## src/rtl/m2s_dma_pkg.sv

```systemverilog
package m2s_dma_pkg;

    localparam int WORD_W = 32;
    localparam int REG_AW = 3;

    // register indices
    typedef enum logic [REG_AW-1:0] {
        RA_ADDR_LO = 3'd0,
        RA_ADDR_HI = 3'd1,
        RA_SIZE    = 3'd2,
        RA_CTRL    = 3'd3,
        RA_STATUS  = 3'd4,
        RA_CSUM    = 3'd5
    } reg_idx_e;

    // control register bit positions
    localparam int CB_MEM_PAUSE  = 0;
    localparam int CB_STRM_PAUSE = 1;
    localparam int CB_SWAP       = 2;
    localparam int CB_FIXED      = 3;
    localparam int CB_MO_LSB     = 4;

    // size register bit positions
    localparam int SB_LAST     = 0;
    localparam int SB_WORD_LSB = 2;

endpackage

```

## src/rtl/m2s_dma_fifo.sv

```systemverilog
module m2s_dma_fifo #(
    parameter int WIDTH = 32,
    parameter int DEPTH = 128,
    parameter int PTR_W = $clog2(DEPTH),
    parameter int LVL_W = $clog2(DEPTH + 1)
) (
    input  logic             clk,
    input  logic             rst_n,
    input  logic             push,
    input  logic [WIDTH-1:0] din,
    input  logic             pop,
    output logic [WIDTH-1:0] dout,
    output logic [LVL_W-1:0] level,
    output logic             empty
);

    typedef struct packed {
        logic [PTR_W-1:0] wr;
        logic [PTR_W-1:0] rd;
        logic [LVL_W-1:0] lvl;
    } fifo_st_t;

    fifo_st_t f_q, f_d;
    logic [WIDTH-1:0] store [DEPTH];

    always_comb begin
        f_d = f_q;
        if (push) f_d.wr = f_q.wr + PTR_W'(1);
        if (pop)  f_d.rd = f_q.rd + PTR_W'(1);
        f_d.lvl = f_q.lvl + LVL_W'(push) - LVL_W'(pop);
    end

    always_ff @(posedge clk) begin
        if (!rst_n) f_q <= '0;
        else        f_q <= f_d;
    end

    always_ff @(posedge clk) begin
        if (push) store[f_q.wr] <= din;
    end

    assign dout  = store[f_q.rd];
    assign level = f_q.lvl;
    assign empty = (f_q.lvl == '0);

endmodule

```

## src/rtl/m2s_dma_issue.sv

```systemverilog
module m2s_dma_issue #(
    parameter int ADDR_W  = 64,
    parameter int SIZE_W  = 30,
    parameter int DEPTH   = 128,
    parameter int MAX_OUT = 8,
    parameter int OUT_W   = $clog2(MAX_OUT + 2),
    parameter int LVL_W   = $clog2(DEPTH + 1)
) (
    input  logic              clk,
    input  logic              rst_n,
    input  logic              start,
    input  logic [ADDR_W-1:0] start_addr,
    input  logic [SIZE_W-1:0] start_words,
    input  logic              fixed_addr,
    input  logic [OUT_W-1:0]  max_out,
    input  logic              mem_pause,
    input  logic [LVL_W-1:0]  fifo_level,
    input  logic              rsp_valid,
    input  logic              req_ready,
    output logic              req_valid,
    output logic [ADDR_W-1:0] req_addr,
    output logic [OUT_W-1:0]  outst
);

    typedef struct packed {
        logic [ADDR_W-1:0] addr;
        logic [SIZE_W-1:0] left;
        logic [OUT_W-1:0]  outst;
    } iss_st_t;

    iss_st_t s_q, s_d;
    logic [LVL_W:0] claimed;
    logic           fire;

    always_comb begin
        // room is held back for every reply still in flight
        claimed   = (LVL_W+1)'(fifo_level) + (LVL_W+1)'(s_q.outst);
        req_valid = (s_q.left != '0) && !mem_pause
                    && (s_q.outst <= max_out)
                    && (claimed < (LVL_W+1)'(DEPTH));
        fire      = req_valid && req_ready;

        s_d = s_q;
        if (start) begin
            s_d.addr = start_addr;
            s_d.left = start_words;
        end else if (fire) begin
            s_d.left = s_q.left - SIZE_W'(1);
            if (!fixed_addr) s_d.addr = s_q.addr + ADDR_W'(4);
        end
        s_d.outst = s_q.outst + OUT_W'(fire) - OUT_W'(rsp_valid);
    end

    always_ff @(posedge clk) begin
        if (!rst_n) s_q <= '0;
        else        s_q <= s_d;
    end

    assign req_addr = s_q.addr;
    assign outst    = s_q.outst;

endmodule

```

## src/rtl/m2s_read_dma.sv

```systemverilog
module m2s_read_dma
    import m2s_dma_pkg::*;
#(
    parameter int SIZE_W  = 30,
    parameter int DEPTH   = 128,
    parameter int MAX_OUT = 8
) (
    input  logic              clk,
    input  logic              rst_n,
    input  logic              reg_we,
    input  logic [REG_AW-1:0] reg_addr,
    input  logic [WORD_W-1:0] reg_wdata,
    output logic [WORD_W-1:0] reg_rdata,
    output logic              mreq_valid,
    input  logic              mreq_ready,
    output logic [2*WORD_W-1:0] mreq_addr,
    input  logic              mrsp_valid,
    input  logic [WORD_W-1:0] mrsp_data,
    output logic              st_valid,
    input  logic              st_ready,
    output logic [WORD_W-1:0] st_data,
    output logic              st_last,
    output logic              busy,
    output logic              done
);

    localparam int ADDR_W = 2 * WORD_W;
    localparam int OUT_W  = $clog2(MAX_OUT + 2);
    localparam int LVL_W  = $clog2(DEPTH + 1);
    localparam int BYTES  = WORD_W / 8;

    typedef struct packed {
        logic [WORD_W-1:0] addr_lo;
        logic [WORD_W-1:0] addr_hi;
        logic              mem_pause;
        logic              strm_pause;
        logic              swap;
        logic              fixed_addr;
        logic [OUT_W-1:0]  max_out;
        logic [SIZE_W-1:0] remaining;
        logic              last_en;
        logic              busy;
        logic              done;
        logic [WORD_W-1:0] csum;
    } top_st_t;

    top_st_t s_q, s_d;

    logic              start;
    logic              csum_clr;
    logic              pop;
    logic [OUT_W-1:0]  mo_in;
    logic [WORD_W-1:0] fifo_head;
    logic [WORD_W-1:0] head_rev;
    logic [LVL_W-1:0]  fifo_level;
    logic              fifo_empty;
    logic [OUT_W-1:0]  issue_outst;
    logic              mem_pause_w;
    logic              strm_pause_w;

    // ---------------- next-state logic ----------------
    always_comb begin
        s_d      = s_q;
        s_d.done = 1'b0;
        start    = 1'b0;
        csum_clr = 1'b0;
        mo_in    = reg_wdata[CB_MO_LSB +: OUT_W];
        if (mo_in > OUT_W'(MAX_OUT)) mo_in = OUT_W'(MAX_OUT);

        if (reg_we) begin
            case (reg_idx_e'(reg_addr))
                RA_ADDR_LO: s_d.addr_lo = {reg_wdata[WORD_W-1:2], 2'b00};
                RA_ADDR_HI: s_d.addr_hi = reg_wdata;
                RA_SIZE: begin
                    if (!s_q.busy && (reg_wdata[SB_WORD_LSB +: SIZE_W] != '0)) begin
                        start         = 1'b1;
                        s_d.remaining = reg_wdata[SB_WORD_LSB +: SIZE_W];
                        s_d.last_en   = reg_wdata[SB_LAST];
                        s_d.busy      = 1'b1;
                    end
                end
                RA_CTRL: begin
                    s_d.mem_pause  = reg_wdata[CB_MEM_PAUSE];
                    s_d.strm_pause = reg_wdata[CB_STRM_PAUSE];
                    s_d.swap       = reg_wdata[CB_SWAP];
                    s_d.fixed_addr = reg_wdata[CB_FIXED];
                    s_d.max_out    = mo_in;
                end
                RA_CSUM: csum_clr = 1'b1;
                default: ;
            endcase
        end

        // stream side: one beat leaves per accepted handshake
        if (pop) begin
            s_d.remaining = s_q.remaining - SIZE_W'(1);
            if (s_q.remaining == SIZE_W'(1)) begin
                s_d.busy = 1'b0;
                s_d.done = 1'b1;
            end
        end

        s_d.csum = (csum_clr ? '0 : s_q.csum) + (mrsp_valid ? mrsp_data : '0);
    end

    always_ff @(posedge clk) begin
        if (!rst_n) s_q <= '0;
        else        s_q <= s_d;
    end

    // ---------------- request issue ----------------
    m2s_dma_issue #(
        .ADDR_W  (ADDR_W),
        .SIZE_W  (SIZE_W),
        .DEPTH   (DEPTH),
        .MAX_OUT (MAX_OUT),
        .OUT_W   (OUT_W),
        .LVL_W   (LVL_W)
    ) i_issue (
        .clk         (clk),
        .rst_n       (rst_n),
        .start       (start),
        .start_addr  ({s_q.addr_hi, s_q.addr_lo}),
        .start_words (s_d.remaining),
        .fixed_addr  (s_q.fixed_addr),
        .max_out     (s_q.max_out),
        .mem_pause   (s_q.mem_pause),
        .fifo_level  (fifo_level),
        .rsp_valid   (mrsp_valid),
        .req_ready   (mreq_ready),
        .req_valid   (mreq_valid),
        .req_addr    (mreq_addr),
        .outst       (issue_outst)
    );

    // ---------------- word buffer ----------------
    m2s_dma_fifo #(
        .WIDTH (WORD_W),
        .DEPTH (DEPTH),
        .LVL_W (LVL_W)
    ) i_fifo (
        .clk   (clk),
        .rst_n (rst_n),
        .push  (mrsp_valid),
        .din   (mrsp_data),
        .pop   (pop),
        .dout  (fifo_head),
        .level (fifo_level),
        .empty (fifo_empty)
    );

    // byte-lane reversal
    for (genvar b = 0; b < BYTES; b++) begin : g_lane
        assign head_rev[8*b +: 8] = fifo_head[8*(BYTES-1-b) +: 8];
    end

    // ---------------- stream output ----------------
    assign st_valid = s_q.busy && !fifo_empty && !s_q.strm_pause;
    assign pop      = st_valid && st_ready;
    assign st_data  = s_q.swap ? head_rev : fifo_head;
    assign st_last  = st_valid && s_q.last_en && (s_q.remaining == SIZE_W'(1));
    assign busy     = s_q.busy;
    assign done     = s_q.done;

    assign mem_pause_w  = s_q.mem_pause;
    assign strm_pause_w = s_q.strm_pause;

    // ---------------- register readback ----------------
    always_comb begin
        reg_rdata = '0;
        case (reg_idx_e'(reg_addr))
            RA_ADDR_LO: reg_rdata = s_q.busy ? mreq_addr[WORD_W-1:0] : s_q.addr_lo;
            RA_ADDR_HI: reg_rdata = s_q.busy ? mreq_addr[ADDR_W-1:WORD_W] : s_q.addr_hi;
            RA_SIZE: begin
                reg_rdata[SB_WORD_LSB +: SIZE_W] = s_q.remaining;
                reg_rdata[SB_LAST]               = s_q.last_en;
            end
            RA_CTRL: begin
                reg_rdata[CB_MEM_PAUSE]        = s_q.mem_pause;
                reg_rdata[CB_STRM_PAUSE]       = s_q.strm_pause;
                reg_rdata[CB_SWAP]             = s_q.swap;
                reg_rdata[CB_FIXED]            = s_q.fixed_addr;
                reg_rdata[CB_MO_LSB +: OUT_W]  = s_q.max_out;
            end
            RA_STATUS: reg_rdata[0] = s_q.busy;
            RA_CSUM:   reg_rdata = s_q.csum;
            default: ;
        endcase
    end

endmodule

```

## config.mk

```make
export PLATFORM = sky130hd
export DESIGN_NAME = m2s_read_dma
export DESIGN_NICKNAME = d
export VERILOG_FILES = /design/src/rtl/m2s_dma_pkg.sv /design/src/rtl/m2s_dma_fifo.sv /design/src/rtl/m2s_dma_issue.sv /design/src/rtl/m2s_read_dma.sv
export SDC_FILE = /design/constraint.sdc
export NUM_CORES = 2
export LEC_CHECK = 0
export ABC_CLOCK_PERIOD_IN_PS = 12700
export BUFFER_PORTS_ARGS = -buffer_cell sky130_fd_sc_hd__buf_2
export CORE_AREA = 10 10 668 670
export CTS_BUF_LIST = sky130_fd_sc_hd__clkbuf_4 sky130_fd_sc_hd__clkbuf_8
export DETAILED_ROUTE_END_ITERATION = 8
export DIE_AREA = 0 0 678 680
export HOLD_SLACK_MARGIN = 0.02
export SYNTH_ARGS = -nofsm -noshare
export SYNTH_HDL_FRONTEND = slang
export SYNTH_SLANG_ARGS = --single-unit
```

## constraint.sdc

```tcl
create_clock -name clk -period 12.7 [get_ports clk]
set_clock_uncertainty 0.1 [all_clocks]
set_input_delay 0.635 -clock clk [delete_from_list [all_inputs] [get_ports clk]]
set_output_delay 0.635 -clock clk [all_outputs]
set_load 0.02 [all_outputs]
```

==> impl_results.md <==
* Ys Warns at 0
* Synthesis-stage register bit count at 4356
* Buffers & Inverters on Critical Path at 4
* Final max-slew violation count at 0
* Gpl congestion at 0.919
* Routed length per placed instance at 32.1 µm
* Die Height at 680 µm
* Crit-path cells: buf_4 -> buf_4 -> nor2b_4 -> buf_4 -> a2111oi_0 -> nor4_1 -> o21ai_0 -> nand2_1 -> a21oi_1 -> buf_2
* Commonest cells after routing, fill and taps aside: 4096 x edfxtp_1, 1056 x mux4_2, 699 x clkbuf_8, 367 x nand2_1, 308 x buf_4
* CP Launch Type: register
* Placed Instances at 14.5k
* Period minus WS final at 7620 ps
* Power density cells at 149 nW/µm²
* EDFF count, synth at 4096
* Initial Utilization at 39.9%
* Global-route wire length before repair at 714000 µm
* Crit-path slowest cell: o21ai_0
* Post-cts resize count at 0
* Finished Cell Area at 196000 µm²
* Post-synthesis sequential area ratio at 74.3%
* Leading cell type in the layout, fill and taps excluded: edfxtp_1
* GR Overflow Total at 0
* Initial antenna violation count at 30
* Full die area at 461000 µm²
* Tot GR Track Use at 21.4%
* Setup TNS at 0 ps
* Crit-path leading delay family: compound AO/OA/AOI/OAI gates
* Worst skew pair latency at 1220 ps
* Port Buffers at 203
* Chip width at 678 µm
* Area after DPL at 182000 µm²
* Fmax at 131 MHz
* CTS tree: yes
* Clk sinks at 4356
* WP data arrival at 6890 ps
* Finished Layout Cells at 15.8k
* HPWL after detailed placement at 288000 µm
* Leakage at 0.0596 µW
* IO Count at 206
* CP Data Required Time at 11970 ps
* Top cell by count, worst path: buf_4
* Via/cell ratio at 5.93
* Via Count at 93.8k
* Final WL at 508000 µm
* Max Buffers Root-to-Sink at 4
* NumNets Final at 9665
* Detailed Routing Iterations Pass 1 at 7
* Final Cycle Share at 60.0%
* Row count at 242
* Core box area at 433000 µm²
* FFs w/ async S/R, synth at 0%
* Mapped Avg Cell Area at 19.5 µm²
* Worst Setup Path Type: reg2out
* Layout area overhead at 13.4%
* Slowest stage delay, CP at 1070 ps
* Endpoints failing hold at 0
* CTS H-tree depth at 6
* Distinct cell type count of the synthesized netlist at 81
* Layout cells sized above 1 at 28.3%
* RSZ-0062 raised after global routing: no
* Crit-path max FO at 38
* Worst Hold Class: in2reg
* Critical Path Sink Type: output pin
* Final Core Density at 45.2%
* DR iter-0 viols at 12.2k
* MaxCap Viol Count at 0
* Antenna-violating nets left at 0
* Outcome: complete, no violations
* Num CTS Buffers at 683
* Vias in the first global route at 94.5k
* Residual DRC count at 0
* Primary flip-flop cell chosen by synthesis mapping: edfxtp_1
* Reg clk slew, reported paths at 60 ps
* Post-Syn Instances at 8850
* Worst slew pin tran at 1460 ps
* Final setup violation count at 0
* VDD IR max at 0.113 mV
* Slew margin rel. at 2.20%
* PnR worst setup slack at 5080 ps
* Post-place setup slack at 6370 ps
* Clk root buf: clkbuf_8
* Largest net degree at the start of global routing at 154
* Mapped Area at 173000 µm²
metrics by stage:
step	hold WS (ps)	total power (µW)
final	161	29200
after global routing	157	30200
after floorplan	342	17100
after global placement	354	17700
after detailed placement	359	17800
after CTS	29.7	29400
state kept, by name, indices dropped and copies added, names as in the netlist, named ones only:
register,flops
busy,1
done,1
i_fifo.f_q,14
i_fifo.level,8
i_fifo.store,4096
i_issue.outst,4
i_issue.req_addr,62
i_issue.s_q,30
mem_pause_w,1
s_q,131
strm_pause_w,1
cell families (layout without fill, tap and decap cells):
group | after synthesis | after routing | synth area share (%)
DFF | 4356 | 4356 | 74.3
other | 1 | 20 | 0.00217
adders and majority gates | 65 | 65 | 0.484
and+or+nand+nor | 1349 | 1349 | 3.73
xor gates and xnor gates | 123 | 123 | 0.624
muxes | 1349 | 1349 | 15.5
AOI/OAI and AO/OA | 957 | 957 | 3.70
buffers and inverters | 650 | 1869 | 1.66
layer usage:
metal | track usage [%] | part of all wire, %
met5 | 0 | 0.016
met4 | 8.34 | 4.4
met3 | 4.77 | 10
met2 | 33.2 | 46
met1 | 29.5 | 39
path summary, 6_finish.rpt:
kind         cells past startpoint  slack, ps                 start                           endpoint
max                             10       5080              register                        st_data[15]
min                              4        160         reg_wdata[12]              s_q[117]$_SDFFE_PN0P_
max reg2reg                     18       8450       busy$_SDFF_PN0_         i_fifo.level[7]$_SDFF_PN0_
min reg2reg                      2        360  s_q[74]$_SDFFE_PN0P_  i_issue.req_addr[33]$_SDFFE_PN0P_
where the power goes:
group / switching (µW) / leakage, µW / internal [µW] / total, µW
Sequential: 110 / 0.0389 / 15800 / 15900
Clock: 5570 / 0.00702 / 6060 / 11600
Combinational: 1090 / 0.0137 / 539 / 1630
area by class of cell:
cell class	instances	area [µm²]
Multi-Input combinational cell	3845	42500
Timing Repair Buffer	567	4200
Antenna cell	18	45.0
Tap cell	5734	7170
Clock inverter	292	1840
Sequential cell	4356	128000
Clock buffer	936	11400
Inverter	74	285
Fill cell	36500	237000
timing repair:
action | 4_1_cts | 5_1_grt
endpoints found under the hold margin | 1038 | 0
buffers inserted | 0 | 0
hold buffers | 72 | 0
synth_stat cells (all sizes together), types with 29 or more instances:
master | number | area, µm²
edfxtp | 4096 | 123000
nor4 | 64 | 415
clkbuf | 301 | 1130
nor3 | 83 | 415
o221ai | 31 | 272
a21oi | 228 | 1140
dfxtp | 260 | 5200
inv | 71 | 269
nand4 | 29 | 194
nand3 | 91 | 455
ha | 62 | 776
xor2 | 35 | 307
and2 | 74 | 463
mux2i | 244 | 2440
nor2 | 417 | 1570
xnor2 | 88 | 771
a211oi | 119 | 898
a22oi | 122 | 916
nand2 | 371 | 1390
o21ai | 143 | 716
a2111oi | 64 | 561
nor2b | 91 | 569
o22ai | 99 | 619
buf | 275 | 1450
mux2 | 49 | 552
mux4 | 1056 | 23800
tightest hold or removal path, cell delays in order:
cell and delay [ps]:
dlygate4sd3_1 530, buf_2 160, nand2_1 60, a21oi_1 50
(Power assumes the default switching activity.)
